## config.mk

```make
export PLATFORM = sky130hd
export DESIGN_NAME = i2c_word_engine
export DESIGN_NICKNAME = d
export VERILOG_FILES = /design/src/rtl/i2cw_pkg.sv /design/src/rtl/i2cw_ctrl.sv /design/src/rtl/i2cw_datapath.sv /design/src/rtl/i2c_word_engine.sv
export SDC_FILE = /design/constraint.sdc
export NUM_CORES = 1
export LEC_CHECK = 0
export BUFFER_PORTS_ARGS = -buffer_cell sky130_fd_sc_hd__buf_2
export CORE_ASPECT_RATIO = 0.9
export CORE_MARGIN = 8
export CORE_UTILIZATION = 58
export DETAILED_ROUTE_END_ITERATION = 8
export HOLD_SLACK_MARGIN = 0.15
export PLACE_DENSITY = 0.79
export SLEW_MARGIN = 20
export SYNTH_ARGS = -nofsm -noshare
export SYNTH_HDL_FRONTEND = slang
export SYNTH_SLANG_ARGS = --single-unit
```

## constraint.sdc

```tcl
create_clock -name clk -period 2.4 [get_ports clk]
set_input_delay 0.36 -clock clk [delete_from_list [all_inputs] [get_ports clk]]
set_output_delay 0.36 -clock clk [all_outputs]
set_load 0.02 [all_outputs]
```

## src/rtl/i2cw_pkg.sv

```systemverilog
package i2cw_pkg;

  localparam int WORD_BITS = 8;
  localparam int CNT_W     = 3;
  localparam int IDX_W     = 4;

  // control register bit positions
  localparam int CTL_ACK_BIT = 3;
  localparam int CTL_TX_BIT  = 4;
  localparam int CTL_GO_BIT  = 5;

  typedef enum logic [1:0] {
    ST_IDLE,
    ST_LOW,
    ST_HIGH,
    ST_STALL
  } engState_t;

  // strobes from control to datapath
  typedef struct packed {
    logic loadWord;
    logic driveData;
    logic driveAck;
    logic sampleData;
    logic sampleAck;
    logic wordEnd;
    logic dirTx;
  } dpCtl_t;

endpackage

```

## src/rtl/i2cw_ctrl.sv

```systemverilog
module i2cw_ctrl
  import i2cw_pkg::*;
#(
  parameter int HALF_CYCLES = 4   // system clocks per SCL phase, at least 2
)(
  input  logic             clk,
  input  logic             rstN,
  input  logic             ctrlWr,
  input  logic             bufWr,
  input  logic             bufRd,
  input  logic [5:0]       ctrlData,
  output dpCtl_t           dpCtl,
  output logic             sclLow,
  output logic             irq,
  output logic             runFlag,
  output logic [CNT_W-1:0] cfgCount,
  output logic             cfgAck,
  output logic             cfgTx
);

  localparam int DIV_W = (HALF_CYCLES > 2) ? $clog2(HALF_CYCLES) : 1;
  localparam logic [DIV_W-1:0] DIV_LAST = DIV_W'(HALF_CYCLES - 1);

  engState_t        state;
  logic [DIV_W-1:0] divCnt;
  logic [IDX_W-1:0] bitIdx;
  logic [IDX_W-1:0] dataLen;
  logic [IDX_W-1:0] wordLen;
  logic             dirLatch;

  logic [CNT_W-1:0] nextCount;
  logic             nextAck;
  logic             nextTx;
  logic [IDX_W-1:0] startLen;
  logic             goReq;
  logic             resumeReq;
  logic             startWord;
  logic             phaseEnd;
  logic             inData;
  logic             lastClock;

  // settings that the word about to start will use
  assign nextCount = ctrlWr ? ctrlData[CNT_W-1:0] : cfgCount;
  assign nextAck   = ctrlWr ? ctrlData[CTL_ACK_BIT] : cfgAck;
  assign nextTx    = ctrlWr ? ctrlData[CTL_TX_BIT] : cfgTx;
  assign startLen  = (nextCount == '0) ? IDX_W'(WORD_BITS) : IDX_W'(nextCount);

  assign goReq     = (state == ST_IDLE) && ctrlWr && ctrlData[CTL_GO_BIT];
  assign resumeReq = (state == ST_STALL) && ((cfgTx && bufWr) || (!cfgTx && bufRd));
  assign startWord = goReq || resumeReq;
  assign phaseEnd  = (divCnt == DIV_LAST);
  assign inData    = (bitIdx < dataLen);
  assign lastClock = (bitIdx == wordLen - IDX_W'(1));

  // configuration register
  always_ff @(posedge clk or negedge rstN) begin
    if (!rstN) begin
      cfgCount <= '0;
      cfgAck   <= 1'b1;
      cfgTx    <= 1'b1;
    end else if (ctrlWr) begin
      cfgCount <= ctrlData[CNT_W-1:0];
      cfgAck   <= ctrlData[CTL_ACK_BIT];
      cfgTx    <= ctrlData[CTL_TX_BIT];
    end
  end

  // bit sequencer
  always_ff @(posedge clk or negedge rstN) begin
    if (!rstN) begin
      state    <= ST_IDLE;
      divCnt   <= '0;
      bitIdx   <= '0;
      dataLen  <= IDX_W'(WORD_BITS);
      wordLen  <= IDX_W'(WORD_BITS);
      dirLatch <= 1'b1;
    end else begin
      unique case (state)
        ST_IDLE, ST_STALL: begin
          if (startWord) begin
            state    <= ST_LOW;
            divCnt   <= '0;
            bitIdx   <= '0;
            dataLen  <= startLen;
            wordLen  <= startLen + IDX_W'(nextAck);
            dirLatch <= nextTx;
          end
        end
        ST_LOW: begin
          if (phaseEnd) begin
            state  <= ST_HIGH;
            divCnt <= '0;
          end else begin
            divCnt <= divCnt + DIV_W'(1);
          end
        end
        ST_HIGH: begin
          if (phaseEnd) begin
            divCnt <= '0;
            if (lastClock) begin
              state <= ST_STALL;
            end else begin
              state  <= ST_LOW;
              bitIdx <= bitIdx + IDX_W'(1);
            end
          end else begin
            divCnt <= divCnt + DIV_W'(1);
          end
        end
        default: state <= ST_IDLE;
      endcase
    end
  end

  // strobes to the datapath
  always_comb begin
    dpCtl            = '0;
    dpCtl.loadWord   = startWord;
    dpCtl.driveData  = (state == ST_LOW) && (divCnt == '0) && inData;
    dpCtl.driveAck   = (state == ST_LOW) && (divCnt == '0) && !inData;
    dpCtl.sampleData = (state == ST_LOW) && phaseEnd && inData;
    dpCtl.sampleAck  = (state == ST_LOW) && phaseEnd && !inData;
    dpCtl.wordEnd    = (state == ST_HIGH) && phaseEnd && lastClock;
    dpCtl.dirTx      = dirLatch;
  end

  assign sclLow = (state == ST_LOW) || (state == ST_STALL);

  // service flag and interrupt pulse
  always_ff @(posedge clk or negedge rstN) begin
    if (!rstN) begin
      runFlag <= 1'b1;
      irq     <= 1'b0;
    end else begin
      irq <= dpCtl.wordEnd;
      if (dpCtl.wordEnd) begin
        runFlag <= 1'b0;
      end else if (startWord) begin
        runFlag <= 1'b1;
      end
    end
  end

  // a pending service keeps SCL low
  assert_scl_parked_R4: assert property (@(posedge clk) disable iff (!rstN)
    !runFlag |-> sclLow);

  // the flag drops together with the interrupt pulse
  assert_irq_with_flag_R4: assert property (@(posedge clk) disable iff (!rstN)
    $fell(runFlag) |-> irq);

  // in transmit mode only a buffer write resumes the bus
  assert_tx_resume_R5: assert property (@(posedge clk) disable iff (!rstN)
    ($rose(runFlag) && $past(cfgTx)) |-> $past(bufWr));

  // in receive mode only a buffer read resumes the bus
  assert_rx_resume_R6: assert property (@(posedge clk) disable iff (!rstN)
    ($rose(runFlag) && !$past(cfgTx)) |-> $past(bufRd));

  // the clock index stays inside the word length, at most data plus acknowledge
  assert_clock_count_R1: assert property (@(posedge clk) disable iff (!rstN)
    (state == ST_LOW || state == ST_HIGH) |->
      (bitIdx < wordLen && wordLen <= IDX_W'(WORD_BITS + 1)));

endmodule

```

## src/rtl/i2cw_datapath.sv

```systemverilog
module i2cw_datapath
  import i2cw_pkg::*;
(
  input  logic                 clk,
  input  logic                 rstN,
  input  dpCtl_t               dpCtl,
  input  logic                 bufWr,
  input  logic [WORD_BITS-1:0] wdata,
  input  logic                 sdaIn,
  input  logic                 sclLow,
  output logic [WORD_BITS-1:0] dataBuf,
  output logic                 sdaLow,
  output logic                 lastBit
);

  logic [WORD_BITS-1:0] shiftReg;

  always_ff @(posedge clk or negedge rstN) begin
    if (!rstN) begin
      dataBuf  <= '0;
      shiftReg <= '0;
      sdaLow   <= 1'b0;
      lastBit  <= 1'b0;
    end else begin
      // buffer: received word wins over a simultaneous host write
      if (dpCtl.wordEnd && !dpCtl.dirTx) begin
        dataBuf <= shiftReg;
      end else if (bufWr) begin
        dataBuf <= wdata;
      end

      // shifter: the word loads at start, then one bit per SCL rise
      if (dpCtl.loadWord) begin
        shiftReg <= bufWr ? wdata : dataBuf;
      end else if (dpCtl.sampleData) begin
        shiftReg <= {shiftReg[WORD_BITS-2:0], sdaIn};
      end

      // SDA drive is updated one cycle into the low phase
      if (dpCtl.driveData) begin
        sdaLow <= dpCtl.dirTx & ~shiftReg[WORD_BITS-1];
      end else if (dpCtl.driveAck) begin
        sdaLow <= ~dpCtl.dirTx;
      end

      if (dpCtl.sampleAck && dpCtl.dirTx) begin
        lastBit <= sdaIn;
      end
    end
  end

  // SDA drive moves only inside an SCL low phase
  assert_sda_in_low_R3: assert property (@(posedge clk) disable iff (!rstN)
    !$stable(sdaLow) |-> ($past(sclLow) && sclLow));

  // a sample strobe is always followed by the SCL rise
  assert_sample_at_rise_R3: assert property (@(posedge clk) disable iff (!rstN)
    (dpCtl.sampleData || dpCtl.sampleAck) |=> !sclLow);

  // a receiving master pulls SDA low for the acknowledge clock
  assert_rx_ack_low_R7: assert property (@(posedge clk) disable iff (!rstN)
    (dpCtl.driveAck && !dpCtl.dirTx) |=> sdaLow);

endmodule

```

## src/rtl/i2c_word_engine.sv

```systemverilog
module i2c_word_engine
  import i2cw_pkg::*;
#(
  parameter int HALF_CYCLES = 4
)(
  input  logic       clk,
  input  logic       rstN,
  input  logic       regWr,
  input  logic       regRd,
  input  logic       regAddr,
  input  logic [7:0] regWdata,
  output logic [7:0] regRdata,
  output logic       irq,
  output logic       sclOutLow,
  output logic       sdaOutLow,
  input  logic       sdaIn
);

  dpCtl_t           dpCtl;
  logic             bufWr;
  logic             bufRd;
  logic             ctrlWr;
  logic             runFlag;
  logic             lastBit;
  logic [CNT_W-1:0] cfgCount;
  logic             cfgAck;
  logic             cfgTx;
  logic [7:0]       dataBuf;

  assign bufWr  = regWr && !regAddr;
  assign bufRd  = regRd && !regAddr;
  assign ctrlWr = regWr && regAddr;

  i2cw_ctrl #(.HALF_CYCLES(HALF_CYCLES)) ctrlUnit (
    .clk      (clk),
    .rstN     (rstN),
    .ctrlWr   (ctrlWr),
    .bufWr    (bufWr),
    .bufRd    (bufRd),
    .ctrlData (regWdata[5:0]),
    .dpCtl    (dpCtl),
    .sclLow   (sclOutLow),
    .irq      (irq),
    .runFlag  (runFlag),
    .cfgCount (cfgCount),
    .cfgAck   (cfgAck),
    .cfgTx    (cfgTx)
  );

  i2cw_datapath dataUnit (
    .clk     (clk),
    .rstN    (rstN),
    .dpCtl   (dpCtl),
    .bufWr   (bufWr),
    .wdata   (regWdata),
    .sdaIn   (sdaIn),
    .sclLow  (sclOutLow),
    .dataBuf (dataBuf),
    .sdaLow  (sdaOutLow),
    .lastBit (lastBit)
  );

  // status layout: [7] last ack bit, [6] service flag, [5] reads 0, [4] tx, [3] ack, [2:0] length
  assign regRdata = regAddr ? {lastBit, runFlag, 1'b0, cfgTx, cfgAck, cfgCount} : dataBuf;

endmodule

```

# Word level (Yosys, flattened, before mapping)
# Index checks and enable logic that the tools add are counted.
# word_totals
register_bits	42
latchBits	0
mem_bits_rw	0
mem_bits_ro	0
memories	0
# op_classes
n_addsub	4
multipliers	0
n_div	0
magnitude_cmp	1
eq_ne	9
shifts	0
n_mux	25
bitwise	3
reduce_logical	37
# ops
cell	n
$mux 8	5
$logic_and 1x1->1	18
$mux 4	4
$mux 2	6
$pmux 4 s2	1
$reduce_bool 2->1	4
$eq 2x2->1 const B	3
$mux 1	6
$ne 2x1->1 const B	3
$pmux 2 s3	1
$add 4x1->4	1
$add 4x1->4 const B	1
$eq 4x4->1	1
$logic_not 1->1	4
$logic_not 2->1	2
$lt 4x4->1	1
$pmux 2 s2	1
$reduce_and 4->1	1
$reduce_or 2->1	2
$sub 4x1->4 const B	1
$logic_not 3->1	1
$logic_or 1x1->1	3
$mux 3	1
$reduce_and 3->1	1
other kinds (6)	7

# Depth between registers and ports, before layout
# Gate-level depths: netlist (run 1).
# depth
ltp_word	8
mapped_depth	9

# Cells and area by module
# From an unflattened synthesis (run 1), not the netlist that was laid out.
# hier_totals
hier_cells	226
area_unflattened_um2	2411.1
# modules_own_cells
mod	instances	cells_each	area_per_inst_um2
i2cw_ctrl	1	135	1415.1
i2cw_datapath	1	79	849.6
i2c_word_engine	1	12	146.4

# Worst setup path after synthesis (run 1)
# No wires, ideal clock.
# synth_path
path_type	register to register
from	register ctrlUnit.state[0]
to	register dataUnit.dataBuf[0]
setup_time_ns	0.079
t_arrival_ns	1.815
t_required_ns	2.321
path_slack_ns	0.506
path_stages_with_launch	9
n_path_buf	2
path_cell_list	dfrtp_1 -> inv_1 -> ha_1 -> clkbuf_1 -> nand3_1 -> nor3_2 -> and3b_1 -> buf_4 -> mux2i_1
# synth_via
elab_chain_cells	5
# synth_rtl
item	line_no	rtl
from (decl)	i2cw_ctrl.sv:24	engState_t state;
from (signal assigned)	i2cw_ctrl.sv:71	state <= ST_IDLE;
from (signal assigned)	i2cw_ctrl.sv:81	state <= ST_LOW;
from (signal assigned)	i2cw_ctrl.sv:91	state <= ST_HIGH;
$eq 2x2->1	i2cw_ctrl.sv:123	dpCtl.wordEnd = (state == ST_HIGH) && phaseEnd && lastClock;
$logic_and 1x1->1 (2 in a row)	i2cw_ctrl.sv:123	
$logic_and 1x1->1	i2cw_datapath.sv:26	if (dpCtl.wordEnd && !dpCtl.dirTx) begin
$mux 8	i2cw_datapath.sv:26	
to (signal assigned)	i2cw_datapath.sv:27	dataBuf <= shiftReg;
to (signal assigned)	i2cw_datapath.sv:29	dataBuf <= wdata;
to (decl)	i2cw_datapath.sv:11	output logic [WORD_BITS-1:0] dataBuf,
# No other way between the ends.
# A chain may end at the register's enable or synchronous reset.

# Worst setup path after layout (run 1)
# layout_path
from	register ctrlUnit.wordLen[0]
to	register dataUnit.dataBuf[4]
# layout_via
elab_chain_cells	5
# layout_rtl
item	line_no	rtl
from (decl)	i2cw_ctrl.sv:28	logic [IDX_W-1:0] wordLen;
from (signal assigned)	i2cw_ctrl.sv:75	wordLen <= IDX_W'(WORD_BITS);
from (signal assigned)	i2cw_ctrl.sv:85	wordLen <= startLen + IDX_W'(nextAck);
$sub 4x1->4	i2cw_ctrl.sv:53	assign lastClock = (bitIdx == wordLen - IDX_W'(1));
$eq 4x4->1	i2cw_ctrl.sv:53	
$logic_and 1x1->1	i2cw_ctrl.sv:123	
$logic_and 1x1->1	i2cw_datapath.sv:26	
$mux 8	i2cw_datapath.sv:26	
# No other way between the ends.

==> results of run 1 <==
[routing by layer]
| layer | track usage, % | vias up |
|---|---|---|
| met2 | 22.4 | 29 |
| li1 | - | 803 |
| met4 | 6.14 | 0 |
| met1 | 19.5 | 797 |
| met3 | 4.06 | 4 |
| met5 | 0 | - |
[cell families after synthesis]
group	count (synthesis)	share of synthesized area (%)
AO/OA/AOI/OAI	30	8.45
XOR/XNOR	7	2.60
adder cells (fa/ha/maj)	14	7.44
buffers and inverters	27	5.05
flip-flops	42	45.0
multiplexers	47	21.1
AND/OR/NAND/NOR	49	10.4
[metrics by stage]
stage               hold slack, ns  total power (W)  utilization, %  instances  worst slack, ns
finish                       0.317          0.00302            66.8        295            0.349
global route                 0.325          0.00325            66.8        295            0.220
CTS                          0.224          0.00303            66.0        293            0.348
detailed placement           0.482          0.00247            63.3        285            0.364
global placement             0.473          0.00242            63.3        285            0.440
floorplan                   0.0644          0.00214               -        216            0.506
[cell usage in the layout (no fill, tap or decap), drive strengths merged, types with 2 or more instances in the layout]
master  instances
nand2b          4
nor2            9
ha             14
nor2b           2
o31ai           2
xor2            2
a21oi           7
a31oi           2
o21ai          12
nor3            5
xnor2           5
nand2          20
dfstp           6
mux2i          25
o21bai          2
dfrtp          36
mux2           22
nand3           3
buf            30
inv            19
clkbuf          6
[path summary, 6_finish.rpt]
check	startpoint	end	slack, ns	depth (start not counted)
max	ctrlUnit.wordLen[0]	dataUnit.dataBuf[4]	0.35	8
min	sdaIn	dataUnit.lastBit	0.32	2
max reg2reg	ctrlUnit.wordLen[0]	dataUnit.dataBuf[4]	0.35	8
min reg2reg	ctrlUnit.wordLen[3]	ctrlUnit.wordLen[3]	0.49	2
max in group asynchronous	rstN	ctrlUnit.runFlag	1.42	3
min in group asynchronous	rstN	ctrlUnit.dataLen[0]	0.45	2
[power groups by stage]
stage,clock (W),sequential (W),combinational (W)
after global placement,0,0.00117,0.00124
after detailed placement,0,0.00118,0.00129
after CTS,0.000569,0.00117,0.00130
final,0.000561,0.00117,0.00129
after floorplan,0,0.00114,0.00100
after global routing,0.000600,0.00121,0.00145
[state kept, by name, indices dropped and copies added, names as in the netlist]
name	flops
ctrlUnit.bitIdx	4
ctrlUnit.cfgAck	1
ctrlUnit.cfgCount	3
ctrlUnit.cfgTx	1
ctrlUnit.dataLen	4
ctrlUnit.dirLatch	1
ctrlUnit.divCnt	2
ctrlUnit.irq	1
ctrlUnit.runFlag	1
ctrlUnit.state	2
ctrlUnit.wordLen	4
dataUnit.dataBuf	8
dataUnit.lastBit	1
dataUnit.sdaLow	1
dataUnit.shiftReg	8
[cell type report]
type,count,share of cell area [%]
multi-input combinational,147,44.2
sequential,42,39.7
timing repair buffer,31,7.04
clock buffer,6,2.72
inverter,19,2.68
tap,48,2.25
clock inverter,2,1.41
[worst max-delay path, delay by kind of cell (launching register included)]
family | cells | cell delay (ns)
simple gates | 3 | 0.65
flops | 1 | 0.40
fa+ha+maj | 1 | 0.30
buf+inv | 2 | 0.26
mux | 1 | 0.20
xor+xnor | 1 | 0.15
==> results.md, run 1 <==
- Count of final max-slew check failures: 0
- ANT nets after route: 0
- Gpl congestion: 0.841
- Nets@finish: 274
- Io pins: 25
- Pwr dens: 1130 nW/um^2
- Maximum VDD drop: 0.681 mV
- Root Driver: clkbuf_8
- Post-DP HPWL: 3.33 mm
- Crit end category: flop
- # DRC: 0
- Max Root-Sink Buffers: 2
- Crit Path Max Fanout: 8
- Hold Buf Count CTS: 0
- Number of flops mapped to enable cells by yosys: 0
- Fmax: 488 MHz
- Setup Skew: 0.00535 ns
- Synth top cells by count: 36 x dfrtp_1, 25 x mux2i_1, 22 x mux2_2
- Worst-margin pin slew: 0.495 ns
- Slowest CP cell: dfrtp_1
- Pin count of the biggest net entering global routing: 43
- Clock edge transition at the registers on the reported setup and hold paths: 0.08 ns
- GR Overflow Total: 0
- Startpoint Class: flop
- Die footprint: 6360 sq um
- GRT Total Usage: 14.9%
- Largest stage delay on the critical path: 0.40 ns
- DR vias/cell: 5.54
- Metal-1 WL: 2.18 mm
- Comb power frac: 42.6%
- Internal power: 0.00188 W
- Top-area cell type share of the netlist area: 38.3%
- Initial DRC count: 83
- Post-synth ARST share: 100%
- Kind of critical path: flop to flop
- RSZ-0062 raised after global routing: no
- Crit path time final: 2.05 ns
- Sequential Power Share: 38.8%
- Worst slew margin: 67.0%
- Period utilisation layout: 85.5%
- Critical Path AT: 2.27 ns
- Sw Share: 37.8%
- # clock sinks: 42
- Layout area overhead: 13.2%
- Synth Net Count: 244
- Leak: 1.25 nW
- Register bit total from synthesis: 42
- Sw power: 0.00114 W
- Drt pass-1 iters: 4
- DR top layer: met4
- Final TNS setup: 0 ns
- Final hold vios: 0
- ANT cells: 0
- Mean Syn Cell Area: 10.9 sq um
- Detailed Route WL: 4.58 mm
- Core area: 3990 sq um
- Initial antenna violation count: 0
- Crit-path cells: inv_1 > ha_1 > xor2_1 > nand3_1 > nor3_2 > and3b_1 > buf_4 > mux2i_1
- Vias in the first global route: 1667
- Status: finished clean
- Num CTS Buffers: 5
- Yosys warns: 0
- Effective utilization at floorplan: 59.0%
- Via count: 1633
- Hold WC Path Type: input port to flop
- Max cap viols: 0
- Leading area contributor after synthesis: dfrtp_1
- Filler cells: 308
- Seq/Total Area, Yosys: 45.0%
- Die width: 83.2 microns
- Gates resized, CTS repair: 0
- Area of the multi-input gates: 1180 sq um
- Die height: 76.5 microns
- Worst skew pair latency: 0.30 ns
- Cell area after layout: 2670 sq um
- Post-synth cell types: 37
- Met3 Wirelength: 184 microns
- Post-CTS setup repair buffer count: 0
- Port Buffers: 24
- CP required: 2.62 ns
- Count leader, synth: dfrtp_1
- Final setup violation count: 0
- Global-route wire length before repair: 7.79 mm
- FF/Latch Area: 1060 sq um
- Layout cells sized above 1: 28.3%
- Post-Syn Instances: 216
- Clock power frac: 18.6%
- Post-synthesis cell area: 2350 sq um
- Area contributors post-synth: dfrtp_1 38%, mux2i_1 11%, mux2_2 11%
- Row count: 22
- WL/cell: 15.5 microns
- Synth Flop Type: dfrtp_1
- Metal2 WL: 2.16 mm
- Clock H-tree levels: 2
- CTS tree: done
- Post-DP Area: 2520 sq um
Power figures use the tool's default switching activity.
==> inputs of run 2 (changes only) <==
--- a/config.mk
+++ b/config.mk
@@ -5,14 +5,16 @@
 export SDC_FILE = /design/constraint.sdc
 export NUM_CORES = 1
 export LEC_CHECK = 0
+export ABC_AREA = 1
 export BUFFER_PORTS_ARGS = -buffer_cell sky130_fd_sc_hd__buf_2
 export CORE_ASPECT_RATIO = 0.9
 export CORE_MARGIN = 8
-export CORE_UTILIZATION = 58
+export CORE_UTILIZATION = 59
 export DETAILED_ROUTE_END_ITERATION = 8
 export HOLD_SLACK_MARGIN = 0.15
-export PLACE_DENSITY = 0.79
+export PLACE_DENSITY = 0.8
 export SLEW_MARGIN = 20
 export SYNTH_ARGS = -nofsm -noshare
 export SYNTH_HDL_FRONTEND = slang
 export SYNTH_SLANG_ARGS = --single-unit
+export TNS_END_PERCENT = 50
==> results.md, run 2 <==
- Status: finished clean
- FF-to-FF End: dataUnit.shiftReg[0]
- Vias in the first global route: 2067
- Critical path's most frequent cell: nand2_1
- Drt pass-1 iters: 5
- Layout cells sized above 1: 17.0%
- Num CTS Buffers: 5
- Detailed Route WL: 5.51 mm
- Post-synthesis cell area: 2560 sq um
- Post-Syn Instances: 335
- CP required: 2.64 ns
- Leak: 1.49 nW
- Clock edge transition at the registers on the reported setup and hold paths: 0.08 ns
- WL/cell: 13.6 microns
- Port Buffers: 24
- Maximum VDD drop: 0.671 mV
- Count of final max-slew check failures: 0
- # DRC: 0
- Gates resized, CTS repair: 0
- Synth Net Count: 363
- FF-to-FF path depth: 7
- Fin util: 66.5%
- Area of the multi-input gates: 1260 sq um
- Crit-path cells: inv_1 > ha_1 > a21oi_1 > nand3_2 > nand2_4 > nand2_1 > nand2_1
- Critical Path AT: 2.06 ns
- Period utilisation layout: 75.7%
- CTS tree: done
- Seq/Total Area, Yosys: 41.4%
- RSZ-0062 raised after global routing: no
- Max Root-Sink Buffers: 2
- Pin count of the biggest net entering global routing: 43
- Die width: 85.4 microns
- Final setup violation count: 0
- Fmax: 550 MHz
- Root Driver: clkbuf_8
- FF-to-FF Start: ctrlUnit.dataLen[3]
- Post-synth cell types: 33
- GRT Total Usage: 17.6%
- Die footprint: 6700 sq um
- Largest stage delay on the critical path: 0.52 ns
- Hold WC Path Type: input port to async pin
- Leading area contributor after synthesis: dfrtp_1
- Worst-margin pin slew: 0.915 ns
- Synth top cells by count: 123 x nand2_1, 40 x inv_1, 36 x dfrtp_1
- Count leader, synth: nand2_1
- GR Overflow Total: 0
- Synth Flop Type: dfrtp_1
- ANT cells: 0
- Area contributors post-synth: dfrtp_1 35%, nand2_1 18%, ha_1 6.8%
- Nets@finish: 385
- Die height: 78.5 microns
- Core area: 4130 sq um
- Io pins: 25
- Setup Skew: 0.00944 ns
- Crit path time final: 1.82 ns
- Row count: 22
- R2R setup slack: 0.58 ns
- Post-DP HPWL: 4.09 mm
- Top-area cell type share of the netlist area: 35.2%
- Post-CTS setup repair buffer count: 0
- Clock H-tree levels: 2
- Worst slew margin: 39.0%
- Global-route wire length before repair: 9.58 mm
- Final TNS setup: 0 ns
- Max cap viols: 0
- Yosys warns: 0
- Initial DRC count: 177
- Pwr dens: 1070 nW/um^2
- # clock sinks: 42
- Post-synth ARST share: 100%
- Crit Path Max Fanout: 9
- Gpl congestion: 0.839
- ANT nets after route: 0
- Initial antenna violation count: 0
- Via count: 2152
- Layout area overhead: 7.38%
- Final Power: 0.00294 W
- Kind of critical path: flop to flop
- Mean Syn Cell Area: 7.64 sq um
- FF/Latch Area: 1060 sq um
- DR vias/cell: 5.30
- Worst skew pair latency: 0.30 ns
- Commonest non-fill, non-tap cell in the layout: nand2_1
- Startpoint Class: flop
- Register bit total from synthesis: 42
- Most frequent cells in the layout: 123 x nand2_1, 40 x inv_1, 36 x dfrtp_1
- Slowest CP cell: dfstp_2
- Final hold vios: 0
- Hold Buf Count CTS: 0
- Largest registers: dataUnit.dataBuf: 8 flops, dataUnit.shiftReg: 8 flops
- Number of flops mapped to enable cells by yosys: 0
- Effective utilization at floorplan: 62.0%
- Crit end category: flop
- Filler cells: 353
[run 2: cell count changes in the layout (fill, tap and decap cells not counted), moves of 3 or more]
cell and change:
nor3_1 -4, nor2_1 +7, buf_4 -5, nand2b_1 -4, nand3_1 +19, o21ai_0 +8, mux2_2 -17, mux2i_1 -25
inv_2 +3, nand4_1 +11, inv_1 +21, o21ai_2 +7, xnor2_1 -4, nand2_1 +104
[run 2: area by class of cell]
cell class,instances,area share (%)
Timing Repair Buffer,24,4.37
Inverter,43,5.87
Sequential cell,42,38.5
Clock buffer,6,2.64
Multi-Input combinational cell,241,46.0
Clock inverter,2,0.364
Tap cell,48,2.19
[run 2: per-stage QoR]
stage / instance area (sq um) / hold slack [ns] / setup slack [ns] / cells
finish: 2750 / 0.197 / 0.583 / 406
global route: 2750 / 0.278 / 0.377 / 406
CTS: 2750 / 0.227 / 0.588 / 406
detailed placement: 2670 / 0.468 / 0.463 / 398
global placement: 2670 / 0.462 / 0.479 / 398
floorplan: 2560 / 0.0644 / 0.856 / 335
[run 2: worst max path at each step]
| stage | endpoint | depth (start not counted) | slack, ns | from |
|---|---|---|---|---|
| floorplan | dataUnit.dataBuf[7] | 10 | 0.86 | ctrlUnit.state[0] |
| global placement | ctrlUnit.wordLen[1] | 7 | 0.48 | regAddr |
| detailed placement | ctrlUnit.wordLen[2] | 7 | 0.46 | regAddr |
| CTS | dataUnit.shiftReg[0] | 7 | 0.59 | ctrlUnit.dataLen[3] |
| global route | dataUnit.shiftReg[3] | 10 | 0.38 | ctrlUnit.state[0] |
| finish | dataUnit.shiftReg[0] | 7 | 0.58 | ctrlUnit.dataLen[3] |
[run 2: cells by family (layout without fill, tap and decap cells)]
family                     Yosys count  count (layout)  share of synthesized area [%]
AOI/OAI and AO/OA                   38              38                           8.90
buffers and inverters               52              75                           9.19
DFF                                 42              42                           41.4
xor gates and xnor gates             2               2                          0.685
and+or+nand+nor                    182             182                           30.8
muxes                                5               5                           2.20
adders and majority gates           14              14                           6.85
[run 2: power breakdown]
group	leakage, nW	switching, W	total (W)	internal [W]
combinational	0.928	0.000877	0.00134	0.000460
clock	0.0450	0.000244	0.000446	0.000202
sequential	0.512	0.000189	0.00115	0.000966
total	1.49	0.00131	0.00294	0.00163
[run 2: routing by layer]
| metal | global-route usage, % | share of wire [%] |
|---|---|---|
| met1 | 24.3 | 48 |
| met2 | 27.0 | 46 |
| met4 | 5.42 | 1.1 |
| met3 | 3.23 | 5.0 |
| met5 | 0 | 0 |
[run 2: worst max-delay path, delay by kind of cell (launching register included)]
family / cells / cell delay, ns
buffers and inverters: 1 / 0.04
and+or+nand+nor: 4 / 0.58
DFF: 1 / 0.52
AOI/OAI and AO/OA: 1 / 0.31
adders and majority gates: 1 / 0.30
==> inputs of run 3 (changes only) <==
==> constraint.sdc (replaced) <==
create_clock -name clk -period 1.7 [get_ports clk]
set_input_delay 0.255 -clock clk [delete_from_list [all_inputs] [get_ports clk]]
set_output_delay 0.255 -clock clk [all_outputs]
set_load 0.02 [all_outputs]
==> results.md, run 3 (synthesis results as in run 2) <==
- Die footprint: 6700 sq um
- Leak: 1.62 nW
- CP required: 1.44 ns
- # clock sinks: 42
- Buf/Inv on CP: 3
- Status: finished clean
- Die width: 85.4 microns
- Kind of critical path: flop to output port
- Final TNS setup: 0 ns
- Slowest CP cell: dfrtp_1
- Global-route wire length before repair: 9.93 mm
- Detailed Route WL: 6.33 mm
- Worst Hold Launch: sdaIn
- Largest registers: dataUnit.dataBuf: 8 flops, dataUnit.shiftReg: 8 flops
- Root Driver: clkbuf_8
- RSZ-0062 raised after global routing: yes
- Nets@finish: 408
- DR vias/cell: 5.35
- Layout Cells excl Fill: 429
- Post-DP HPWL: 4.45 mm
- Initial antenna violation count: 0
- Setup Skew: 0.0115 ns
- Critical path's most frequent cell: inv_1
- # placed instances: 411
- Layout area overhead: 21.2%
- Cell family with most CP delay: flip-flops
- Layout cells sized above 1: 27.3%
- Count of final max-slew check failures: 0
- Crit Path Max Fanout: 4
- Worst path depth: 5
- Port Buffers: 24
- # DRC: 0
- Num CTS Buffers: 5
- Pwr dens: 1610 nW/um^2
- ANT nets after route: 0
- Worst-margin pin slew: 0.639 ns
- FF-to-FF End: dataUnit.dataBuf[3]
- Hold Path Sink: dataUnit.lastBit
- Final setup violation count: 0
- Die height: 78.5 microns
- Crit path time final: 1.65 ns
- Maximum VDD drop: 1.19 mV
- FF-to-FF Start: ctrlUnit.state[0]
- Via count: 2294
- Filler cells: 293
- Vias in the first global route: 2116
- Worst Hold Depth: 3
- Critical Path AT: 1.39 ns
- Io pins: 25
- Row count: 22
- Dpl ws: -0.0348 ns
- Effective utilization at floorplan: 62.0%
- FF/Latch Area: 1060 sq um
- Worst slew margin: 57.4%
- Clock H-tree levels: 2
- Crit-path cells: inv_1 > ha_2 > inv_1 > nand2_1 > buf_2
- Fmax: 607 MHz
- ANT cells: 0
- Crit end category: output port
- Worst skew pair latency: 0.31 ns
- Gpl congestion: 0.860
- Period utilisation layout: 96.9%
- Most frequent cells in the layout: 119 x nand2_1, 36 x inv_1, 36 x dfrtp_1
- GR Overflow Total: 0
- WL/cell: 14.7 microns
- Area of the multi-input gates: 1390 sq um
- Drt pass-1 iters: 4
- Hold WC Path Type: input port to flop
- Clock edge transition at the registers on the reported setup and hold paths: 0.08 ns
- R2R setup slack: 0.08 ns
- Commonest non-fill, non-tap cell in the layout: nand2_1
- GRT Total Usage: 18.4%
- Final worst setup slack: 0.0525 ns
- Final hold vios: 0
- Pin count of the biggest net entering global routing: 43
- Max Root-Sink Buffers: 2
- Largest stage delay on the critical path: 0.42 ns
- Max cap viols: 0
- CTS tree: done
- Initial DRC count: 142
- FF-to-FF path depth: 9
- Startpoint Class: flop
- Core area: 4130 sq um
-- run 3: cell count changes in the layout (fill, tap and decap cells not counted), sizes merged --
| cell | before | now |
|---|---|---|
| nor2 | 16 | 17 |
| clkinv | 2 | 1 |
| nand3 | 23 | 24 |
| clkbuf | 6 | 5 |
| dlygate4sd3 | 0 | 1 |
| bufinv | 0 | 2 |
| buf | 24 | 44 |
-- run 3: worst max path at each step --
stage | to | startpoint
2_1_floorplan | dataUnit.dataBuf[7] | ctrlUnit.state[0]
3_3_place_gp | dataUnit.dataBuf[3] | ctrlUnit.wordLen[0]
3_5_place_dp | dataUnit.shiftReg[1] | ctrlUnit.dataLen[3]
4_1_cts | dataUnit.dataBuf[1] | ctrlUnit.wordLen[0]
5_1_grt | dataUnit.shiftReg[4] | ctrlUnit.state[0]
6_report | sclOutLow | ctrlUnit.state[1]
-- run 3: power breakdown --
part | switching (W) | internal (W)
Combinational | 0.00151 | 0.000909
Sequential | 0.000255 | 0.00136
Clock | 0.000368 | 0.000588
-- run 3: metal layers --
metal  vias to the layer above  global-route usage, %  wire (microns)
li1                       1159                      -               -
met1                      1078                   23.3            2850
met2                        49                   30.3            3150
met3                         8                   3.85             255
met4                         0                   6.64              64
met5                         -                      0               0
-- run 3: metrics by stage --
step	util [%]	area (sq um)	total power [W]	hold slack (ns)
after floorplan	-	2560	0.00305	-0.0406
after global placement	66.9	2760	0.00352	0.353
after detailed placement	66.9	2760	0.00360	0.355
after CTS	71.0	2930	0.00461	0.216
after global routing	75.1	3100	0.00537	0.226
final	75.1	3100	0.00499	0.226
-- run 3: final cells by class --
class / count / area share [%]
clock buffer: 5 / 2.22
inverter: 43 / 5.29
tap: 48 / 1.94
timing repair buffer: 45 / 9.28
sequential: 42 / 34.1
multi-input combinational: 243 / 44.9
clock inverter: 3 / 2.22
-- run 3: worst register-to-register path: stages, from the launching register on --
cell     delay [ns]
dfrtp_1        0.43
inv_2          0.08
ha_2           0.18
buf_6          0.11
nand3_1        0.08
nor2_1         0.14
nand3_2        0.14
nor2_2         0.23
nand4_1        0.11
nand2_1        0.09
-- run 3: timing repair --
| action | 4_1_cts | 5_1_grt |
|---|---|---|
| endpoints found under the setup margin | 21 | 31 |
| pin swaps | 1 | 12 |
| setup buffers | 0 | 7 |
| gates cloned | 0 | 2 |
| hold buffers | 1 | 0 |
| hold endpoints to repair | 36 | 0 |
| resized for setup | 5 | 24 |
